==> config.mk <==
export PLATFORM = sky130hd
export DESIGN_NAME = gpio_port
export DESIGN_NICKNAME = d
export VERILOG_FILES = /design/src/rtl/gpio_pkg.sv /design/src/rtl/gpio_regbank.sv /design/src/rtl/gpio_insync.sv /design/src/rtl/gpio_pinctl.sv /design/src/rtl/gpio_port.sv
export SDC_FILE = /design/constraint.sdc
export NUM_CORES = 1
export LEC_CHECK = 0
export BUFFER_PORTS_ARGS = -buffer_cell sky130_fd_sc_hd__buf_2
export CORE_MARGIN = 4
export CORE_UTILIZATION = 54
export CTS_CLUSTER_DIAMETER = 60
export CTS_CLUSTER_SIZE = 12
export DETAILED_ROUTE_END_ITERATION = 6
export PLACE_DENSITY_LB_ADDON = 0.3
export REMOVE_ABC_BUFFERS = 1
export SLEW_MARGIN = 20
export SYNTH_ARGS = -nofsm -noshare
export SYNTH_HDL_FRONTEND = slang
export SYNTH_SLANG_ARGS = --single-unit
export TNS_END_PERCENT = 5
==> constraint.sdc <==
create_clock -name clk -period 3.45 [get_ports clk]
set_input_delay 0.1725 -clock clk [delete_from_list [all_inputs] [get_ports clk]]
set_output_delay 0.1725 -clock clk [all_outputs]
set_load 0.005 [all_outputs]
==> src/rtl/gpio_pkg.sv <==
package gpio_pkg;

    localparam int NPINS  = 8;
    localparam int ADDR_W = 4;

    localparam logic [ADDR_W-1:0] OFS_DATA = 4'h0;
    localparam logic [ADDR_W-1:0] OFS_DIR  = 4'h4;
    localparam logic [ADDR_W-1:0] OFS_PULL = 4'h8;

    typedef enum logic [1:0] {
        SEL_NONE,
        SEL_DATA,
        SEL_DIR,
        SEL_PULL
    } regsel_e;

    typedef struct packed {
        logic [NPINS-1:0] latch;
        logic [NPINS-1:0] dir;
        logic [NPINS-1:0] pull;
    } portcfg_t;

    function automatic regsel_e decode_ofs(input logic [ADDR_W-1:0] a);
        regsel_e s;
        case (a)
            OFS_DATA: s = SEL_DATA;
            OFS_DIR:  s = SEL_DIR;
            OFS_PULL: s = SEL_PULL;
            default:  s = SEL_NONE;
        endcase
        return s;
    endfunction

    // per-bit source choice for a data-register read
    function automatic logic [NPINS-1:0] mix_read(
        input logic [NPINS-1:0] dir,
        input logic [NPINS-1:0] latch,
        input logic [NPINS-1:0] pins
    );
        return (dir & latch) | (~dir & pins);
    endfunction

endpackage

==> src/rtl/gpio_regbank.sv <==
module gpio_regbank
    import gpio_pkg::*;
(
    input  logic             clk,
    input  logic             rst,
    input  logic             wr,
    input  regsel_e          sel,
    input  logic [NPINS-1:0] wdata,
    output portcfg_t         cfg
);

    always_ff @(posedge clk) begin
        if (rst) begin
            cfg <= '0;
        end else if (wr) begin
            case (sel)
                SEL_DATA: cfg.latch <= wdata;
                SEL_DIR:  cfg.dir   <= wdata;
                SEL_PULL: cfg.pull  <= wdata;
                default:  ;
            endcase
        end
    end


    latch_write_chk: assert property (@(posedge clk) disable iff (rst)
        (wr && sel == SEL_DATA) |=> cfg.latch == $past(wdata));


    dir_write_chk: assert property (@(posedge clk) disable iff (rst)
        (wr && sel == SEL_DIR) |=> cfg.dir == $past(wdata));


    undef_write_chk: assert property (@(posedge clk) disable iff (rst)
        (wr && sel == SEL_NONE) |=> $stable(cfg));


    other_regs_chk: assert property (@(posedge clk) disable iff (rst)
        (wr && sel == SEL_PULL) |=> ($stable(cfg.latch) && $stable(cfg.dir)));

endmodule

==> src/rtl/gpio_insync.sv <==
module gpio_insync
    import gpio_pkg::*;
#(
    parameter int STAGES = 2
) (
    input  logic             clk,
    input  logic             rst,
    input  logic [NPINS-1:0] pins_async,
    output logic [NPINS-1:0] pins_sync
);

    localparam int LAST = STAGES - 1;

    logic [NPINS-1:0] chain [STAGES];

    always_ff @(posedge clk) begin
        if (rst) chain[0] <= '0;
        else     chain[0] <= pins_async;
    end

    for (genvar s = 1; s < STAGES; s++) begin : g_stage
        always_ff @(posedge clk) begin
            if (rst) chain[s] <= '0;
            else     chain[s] <= chain[s-1];
        end
    end

    assign pins_sync = chain[LAST];


    sync_shift_chk: assert property (@(posedge clk) disable iff (rst)
        !rst |=> pins_sync == $past(chain[LAST-1]));

endmodule

==> src/rtl/gpio_pinctl.sv <==
module gpio_pinctl
    import gpio_pkg::*;
(
    input  portcfg_t         cfg,
    output logic [NPINS-1:0] pin_out,
    output logic [NPINS-1:0] pin_oe,
    output logic [NPINS-1:0] pin_pu
);

    for (genvar i = 0; i < NPINS; i++) begin : g_pin
        assign pin_oe[i]  = cfg.dir[i];
        assign pin_out[i] = cfg.latch[i];
        // a pullup request only counts while the pin is an input
        assign pin_pu[i]  = cfg.pull[i] & ~cfg.dir[i];
    end

endmodule

==> src/rtl/gpio_port.sv <==
module gpio_port
    import gpio_pkg::*;
#(
    parameter int SYNC_STAGES = 2
) (
    input  logic              clk,
    input  logic              rst,
    input  logic [ADDR_W-1:0] bus_addr,
    input  logic              bus_wr,
    input  logic [NPINS-1:0]  bus_wdata,
    output logic [NPINS-1:0]  bus_rdata,
    input  logic [NPINS-1:0]  pin_in,
    output logic [NPINS-1:0]  pin_out,
    output logic [NPINS-1:0]  pin_oe,
    output logic [NPINS-1:0]  pin_pu
);

    regsel_e          sel;
    portcfg_t         cfg;
    logic [NPINS-1:0] pins_sync;

    assign sel = decode_ofs(bus_addr);

    gpio_regbank u_regs (
        .clk   (clk),
        .rst   (rst),
        .wr    (bus_wr),
        .sel   (sel),
        .wdata (bus_wdata),
        .cfg   (cfg)
    );

    gpio_insync #(.STAGES(SYNC_STAGES)) u_sync (
        .clk        (clk),
        .rst        (rst),
        .pins_async (pin_in),
        .pins_sync  (pins_sync)
    );

    gpio_pinctl u_pins (
        .cfg     (cfg),
        .pin_out (pin_out),
        .pin_oe  (pin_oe),
        .pin_pu  (pin_pu)
    );

    always_comb begin
        case (sel)
            SEL_DATA: bus_rdata = mix_read(cfg.dir, cfg.latch, pins_sync);
            SEL_DIR:  bus_rdata = cfg.dir;
            SEL_PULL: bus_rdata = cfg.pull;
            default:  bus_rdata = '0;
        endcase
    end


    pu_off_when_driven_chk: assert property (@(posedge clk) disable iff (rst)
        (pin_oe & pin_pu) == '0);


    undef_read_zero_chk: assert property (@(posedge clk) disable iff (rst)
        (sel == SEL_NONE) |-> bus_rdata == '0);


    out_follows_write_chk: assert property (@(posedge clk) disable iff (rst)
        (bus_wr && sel == SEL_DATA) |=> pin_out == $past(bus_wdata));

endmodule

==> results.cfg, run 1 <==
[die]
fp.dieH_um = 66.44
start_util_pct = 58.49
core_area_um2 = 3153
die_area_um2 = 4414
ioPinCount = 55
rows = 20
die_x_um = 66.44

[timing]
worstMarginPinSlew_ps = 851.1
drv_slew = 0
setup_viol = 0
fin_crit_sh_pct = 49.53
rsz0062_at_grt = no
relSlewSlack_pct = 42.83
fin_setup_tns_ps = 0
maxClockFrequency_mhz = 585.2
final_hold_viol_count = 0
setup_ws_ps = 1741
skew_ps = 3.998
fin_crit_ps = 1709

[power_and_ir_drop]
power.switching_uw = 182.2
powerDensity_nw_per_um2 = 378.6
sw_frac_of_total_pct = 23.23
p_seq_share_pct = 61.1
pwr-share-comb_pct = 8.1
pwr-share-clk_pct = 30.9
leakage_uw = 0.0009999
p_int_uw = 601.9
peakVddDrop_uv = 303.9

[synth]
synth_area_leaders = dfxtp_1, mux2i_1, nand2b_1
ys_ff_latch = 40
synth_top_area_share_pct = 43.42
netlist_area_um2 = 1844
synth_top_area_cell = dfxtp_1
syn_area_per_cell_um2 = 10.13
yosys_warnings = 0
syn_inst = 182
yosysSeqAreaShare_pct = 43.42
post_synth_num_cell_types = 15

[placement]
io_buffers = 54
gp_congestion = 0.6965
dpl.hpwl_mm = 2.581
dp_slack_ps = 1782

[worst_setup_path]
cp.required_ps = 3280
crit_type = in -> out
crit_arrival_ps = 1540
crit_fanout = 19
worstSetupStartpointType = input port
endpoint_kind = primary output

[clock_tree]
cts_resized = 0
ctsHoldBuffers = 0
clkLatencyLatePin_ps = 340
cts_buffer_depth = 2
cts_sinks = 40
htreeDepth = 2
clkSlewWorstSetupHoldPaths_ps = 110
cts_root_buffer = clkbuf_4
postCtsSetupRepairBufs = 0
cts_tree = built
numCtsBuffers = 5

[final_layout]
nNetsFinal = 242
synthToLayoutAreaGrowth_pct = 12.28
layout-drive-gt1-share_pct = 30.00
diodes = 0
final_core_util_pct = 65.67

[drt]
routedWlPerCell_um = 13.77
viasPerCell = 5.049
drt-total-wl_mm = 3.636
dr.first_iter.drc_count = 37
drc = 0
drt_pass1_iterations = 4
drtAntennaViolNets = 0
vias = 1333

[global_route]
grt_pass1_wl_mm = 5.989
grt_pass1_vias = 1322
grt_max_degree = 49
grt.total_usage_pct = 18.13
grt_overflow_total = 0
antenna_found_initial = 0

[job]
maxCapViolations = 0

[worst_hold_path]
hp-class = in -> reg

[status]
run_status = finished clean
==> power by group through the flow <==
stage / Sequential (uW) / Clock, uW / Combinational (uW)
2_1_floorplan: 488 / 0 / 29.8
3_3_place_gp: 489 / 0 / 60.8
3_5_place_dp: 489 / 0 / 63.8
4_1_cts: 479 / 249 / 63.9
5_1_grt: 481 / 272 / 70.9
6_report: 479 / 242 / 63.4
==> synth_stat cells (all sizes together) <==
master / number
dfxtp: 40
nor2b: 24
nand2: 1
mux2i: 24
nor4b: 1
a22o: 8
o21ai: 16
or2b: 8
nor4: 1
nor3: 1
clkbuf: 6
nand2b: 33
or4b: 1
buf: 18
==> final cells by class <==
| cell class | count | area [um2] |
|---|---|---|
| flip-flops and latches | 40 | 800.8 |
| clock buffers | 6 | 51.30 |
| multi-input cells | 118 | 883.3 |
| clock inverters | 2 | 10.01 |
| repair buffers | 54 | 270.3 |
| well taps | 44 | 55.05 |
| fillers | 270 | 1082 |
==> flip-flops by register name (all words and copies together) (netlist names) <==
register      flops
u_sync.chain     16
u_regs.cfg       24
==> path summary, 6_finish.rpt <==
| path | from | endpoint | slack, ps | cells after the start |
|---|---|---|---|---|
| worst max-delay path | bus_addr[2] | bus_rdata[5] | 1740 | 4 |
| worst min-delay path | pin_in[2] | u_sync.chain[0][2] | 40 | 2 |
| worst max register to register | u_regs.cfg[9] | u_regs.cfg[9] | 2610 | 2 |
| worst min register to register | u_sync.chain[0][3] | u_sync.chain[1][3] | 450 | 1 |
==> cell usage in the layout, fill, tap and decap left out <==
| master | n |
|---|---|
| nand2_4 | 1 |
| or2b_1 | 8 |
| o21ai_0 | 16 |
| nand2b_1 | 33 |
| nor4_4 | 1 |
| or4b_1 | 1 |
| nor3_2 | 1 |
| nor2b_1 | 24 |
| buf_2 | 54 |
| a22o_1 | 8 |
| dfxtp_1 | 40 |
| mux2i_1 | 24 |
| clkinv_2 | 2 |
| nor4b_4 | 1 |
| clkbuf_8 | 1 |
| clkbuf_4 | 5 |
==> routing by layer <==
layer | wire length [um] | GRT usage, % | vias up
met5 | 0 | 0 | -
met2 | 1736 | 31.47 | 42
met1 | 1624 | 21.00 | 628
met4 | 25 | 6.853 | 0
li1 | - | - | 661
met3 | 250 | 4.932 | 2
==> per-stage QoR <==
step	std cells	area [um2]	hold slack, ps	power [uW]
after CTS	264	2071	19.36	791.2
after global routing	264	2071	31.20	823.5
final	264	2071	35.31	784.0
after detailed placement	256	2009	385.5	553.1
after floorplan	158	1679	244.1	518.1
after global placement	256	2004	379.0	549.4
==> cells by family (layout without fill, tap and decap cells) <==
logic type             count (synthesis)  count (layout)  synth area share, %
buffers and inverters                 24              62                8.955
flip-flops                            40              40                43.42
multiplexers                          24              24                13.03
AND/OR/NAND/NOR                       70              70                26.46
AO/OA/AOI/OAI                         24              24                8.141
==> worst max-delay path, stage by stage <==
cell	delay, ps
buf_2	220
nor4b_4	750
a22o_1	270
buf_2	120
Note: power is estimated with default switching activity, not from simulation.
==> run 2, diff against run 1 <==
Settings changed: CORE_UTILIZATION 54 to 51.
Clock period 3.45 ns to 1.78 ns, I/O delays scaled along.
==> results.cfg, run 2 (synthesis gave the netlist of run 1 again) <==
[status]
run_status = finished clean

[final_layout]
nNetsFinal = 255
multi_input_area_um2 = 878.3
largest_reg_flops = 24
diodes = 0
top_register = u_regs.cfg
layout_common_cells = buf_2, dfxtp_1, nand2b_1
stdcell_area_um2 = 2186
fillers = 294
layout-drive-gt1-share_pct = 30.04
top_regs = u_regs.cfg (24), u_sync.chain (16)
seq_area_um2 = 800.8
synthToLayoutAreaGrowth_pct = 18.52
final_common_cell = buf_2

[die]
rows = 21
die_area_um2 = 4642
core_area_um2 = 3416
start_util_pct = 53.99
fp.dieH_um = 68.14
ioPinCount = 55
die_x_um = 68.14

[global_route]
grt.total_usage_pct = 16.43
grt_pass1_wl_mm = 5.623
grt_overflow_total = 0
grt_max_degree = 47
antenna_found_initial = 0
grt_pass1_vias = 1183

[drt]
routed.top_layer = met4
drt-total-wl_mm = 3.606
dr.first_iter.drc_count = 82
drt_pass1_iterations = 4
viasPerCell = 4.849
drc = 0
vias = 1353
wl_met1_mm = 1.632
met2_length_mm = 1.690
routedWlPerCell_um = 12.92
wl_met3_um = 273
drtAntennaViolNets = 0

[worst_setup_path]
slowest_delay_ps = 450
endpoint_kind = primary output
regToRegSetupSlack_ps = 930
rr_endpoint = u_regs.cfg[10]
cp.required_ps = 1690
worstSetupStartpointType = input port
critPathSlowestCell = nor4b_4
crit_buf_inv = 3
reg2regPathDepth = 2
cp_cell_sequence = buf_2 > nor4b_4 > buf_4 > a22o_1 > buf_2
cp_common_cell = buf_2
cp_top_family = buffers and inverters
crit-reg2reg-launch = u_regs.cfg[10]
crit_type = in -> out
crit_fanout = 19
crit_arrival_ps = 1280

[power_and_ir_drop]
peakVddDrop_uv = 468.7
powerDensity_nw_per_um2 = 702.0
leakage_uw = 0.001058

[worst_hold_path]
hold_end = u_regs.cfg[11]
holdPathStages = 3
min-delay-start = bus_wdata[3]
hp-class = in -> reg

[clock_tree]
cts_root_buffer = clkbuf_4
clkSlewWorstSetupHoldPaths_ps = 110
cts_sinks = 40
clkLatencyLatePin_ps = 340
cts_tree = built
cts_resized = 0
htreeDepth = 2
numCtsBuffers = 5
cts_buffer_depth = 2

[timing]
fin_setup_tns_ps = 0
relSlewSlack_pct = 56.98
fin_crit_sh_pct = 76.90
maxClockFrequency_mhz = 730.5
drv_slew = 0
fin_crit_ps = 1369
worstMarginPinSlew_ps = 645.3
final_hold_viol_count = 0
rsz0062_at_grt = no
setup_viol = 0
skew_ps = 6.771

[placement]
io_buffers = 54
gp_congestion = 0.7097
dpl.hpwl_mm = 2.470
place_area_um2 = 2044

[job]
maxCapViolations = 0
==> run 2: cell types whose count changed in the layout (fill, tap and decap cells not counted), sizes merged <==
cell | before | now
buf | 54 | 59
dlygate4sd3 | 0 | 8
==> run 2: repair_timing <==
| action | 4_1_cts | 5_1_grt |
|---|---|---|
| hold buffers | 8 | 0 |
| endpoints found under the hold margin | 8 | 0 |
| setup buffers | 0 | 0 |
==> run 2: worst max-delay path by stage <==
| stage | from | end | slack [ps] | cells after the start |
|---|---|---|---|---|
| 2_1_floorplan | bus_addr[3] | u_regs.cfg[10] | 550 | 3 |
| 6_report | bus_addr[2] | bus_rdata[0] | 410 | 5 |
| 4_1_cts | u_regs.cfg[22] | bus_rdata[6] | 390 | 4 |
| 5_1_grt | u_regs.cfg[22] | bus_rdata[6] | 310 | 4 |
| 3_5_place_dp | bus_addr[3] | u_regs.cfg[13] | 330 | 4 |
| 3_3_place_gp | bus_addr[2] | u_regs.cfg[14] | 350 | 3 |
==> run 2: stage by stage <==
stage	total power (uW)	setup WS, ps	utilization [%]	hold slack (ps)	cells
global placement	1074	354.3	59.85	298.8	263
detailed placement	1076	331.1	59.85	301.9	263
finish	1534	411.1	63.99	52.79	279
floorplan	1004	552.2	-	160.6	158
CTS	1554	394.2	63.99	39.77	279
global route	1613	307.6	63.99	42.84	279
==> run 2: layout make-up <==
type | instances | share of cell area, %
Timing Repair Buffer | 67 | 17.74
Multi-Input combinational cell | 118 | 40.18
Tap cell | 46 | 2.633
Clock buffer | 6 | 2.347
Sequential cell | 40 | 36.63
Clock inverter | 2 | 0.4579
==> run 2: worst register-to-register path, cell delays in order, from the launching register on <==
cell and delay (ps):
dfxtp_1 410, or2b_1 250, mux2i_1 120
==> run 2: routing by layer <==
| metal | up-vias | track usage, % |
|---|---|---|
| li1 | 695 | - |
| met1 | 606 | 21.68 |
| met2 | 50 | 24.67 |
| met3 | 2 | 5.911 |
| met4 | 0 | 5.707 |
| met5 | - | 0 |
==> run 2: power by group <==
part           total (uW)  switching, uW  leakage (uW)  internal (uW)
sequential            928           9.29      0.000326            918
clock                 466            278     0.0000380            188
combinational         141           65.0      0.000694           76.0
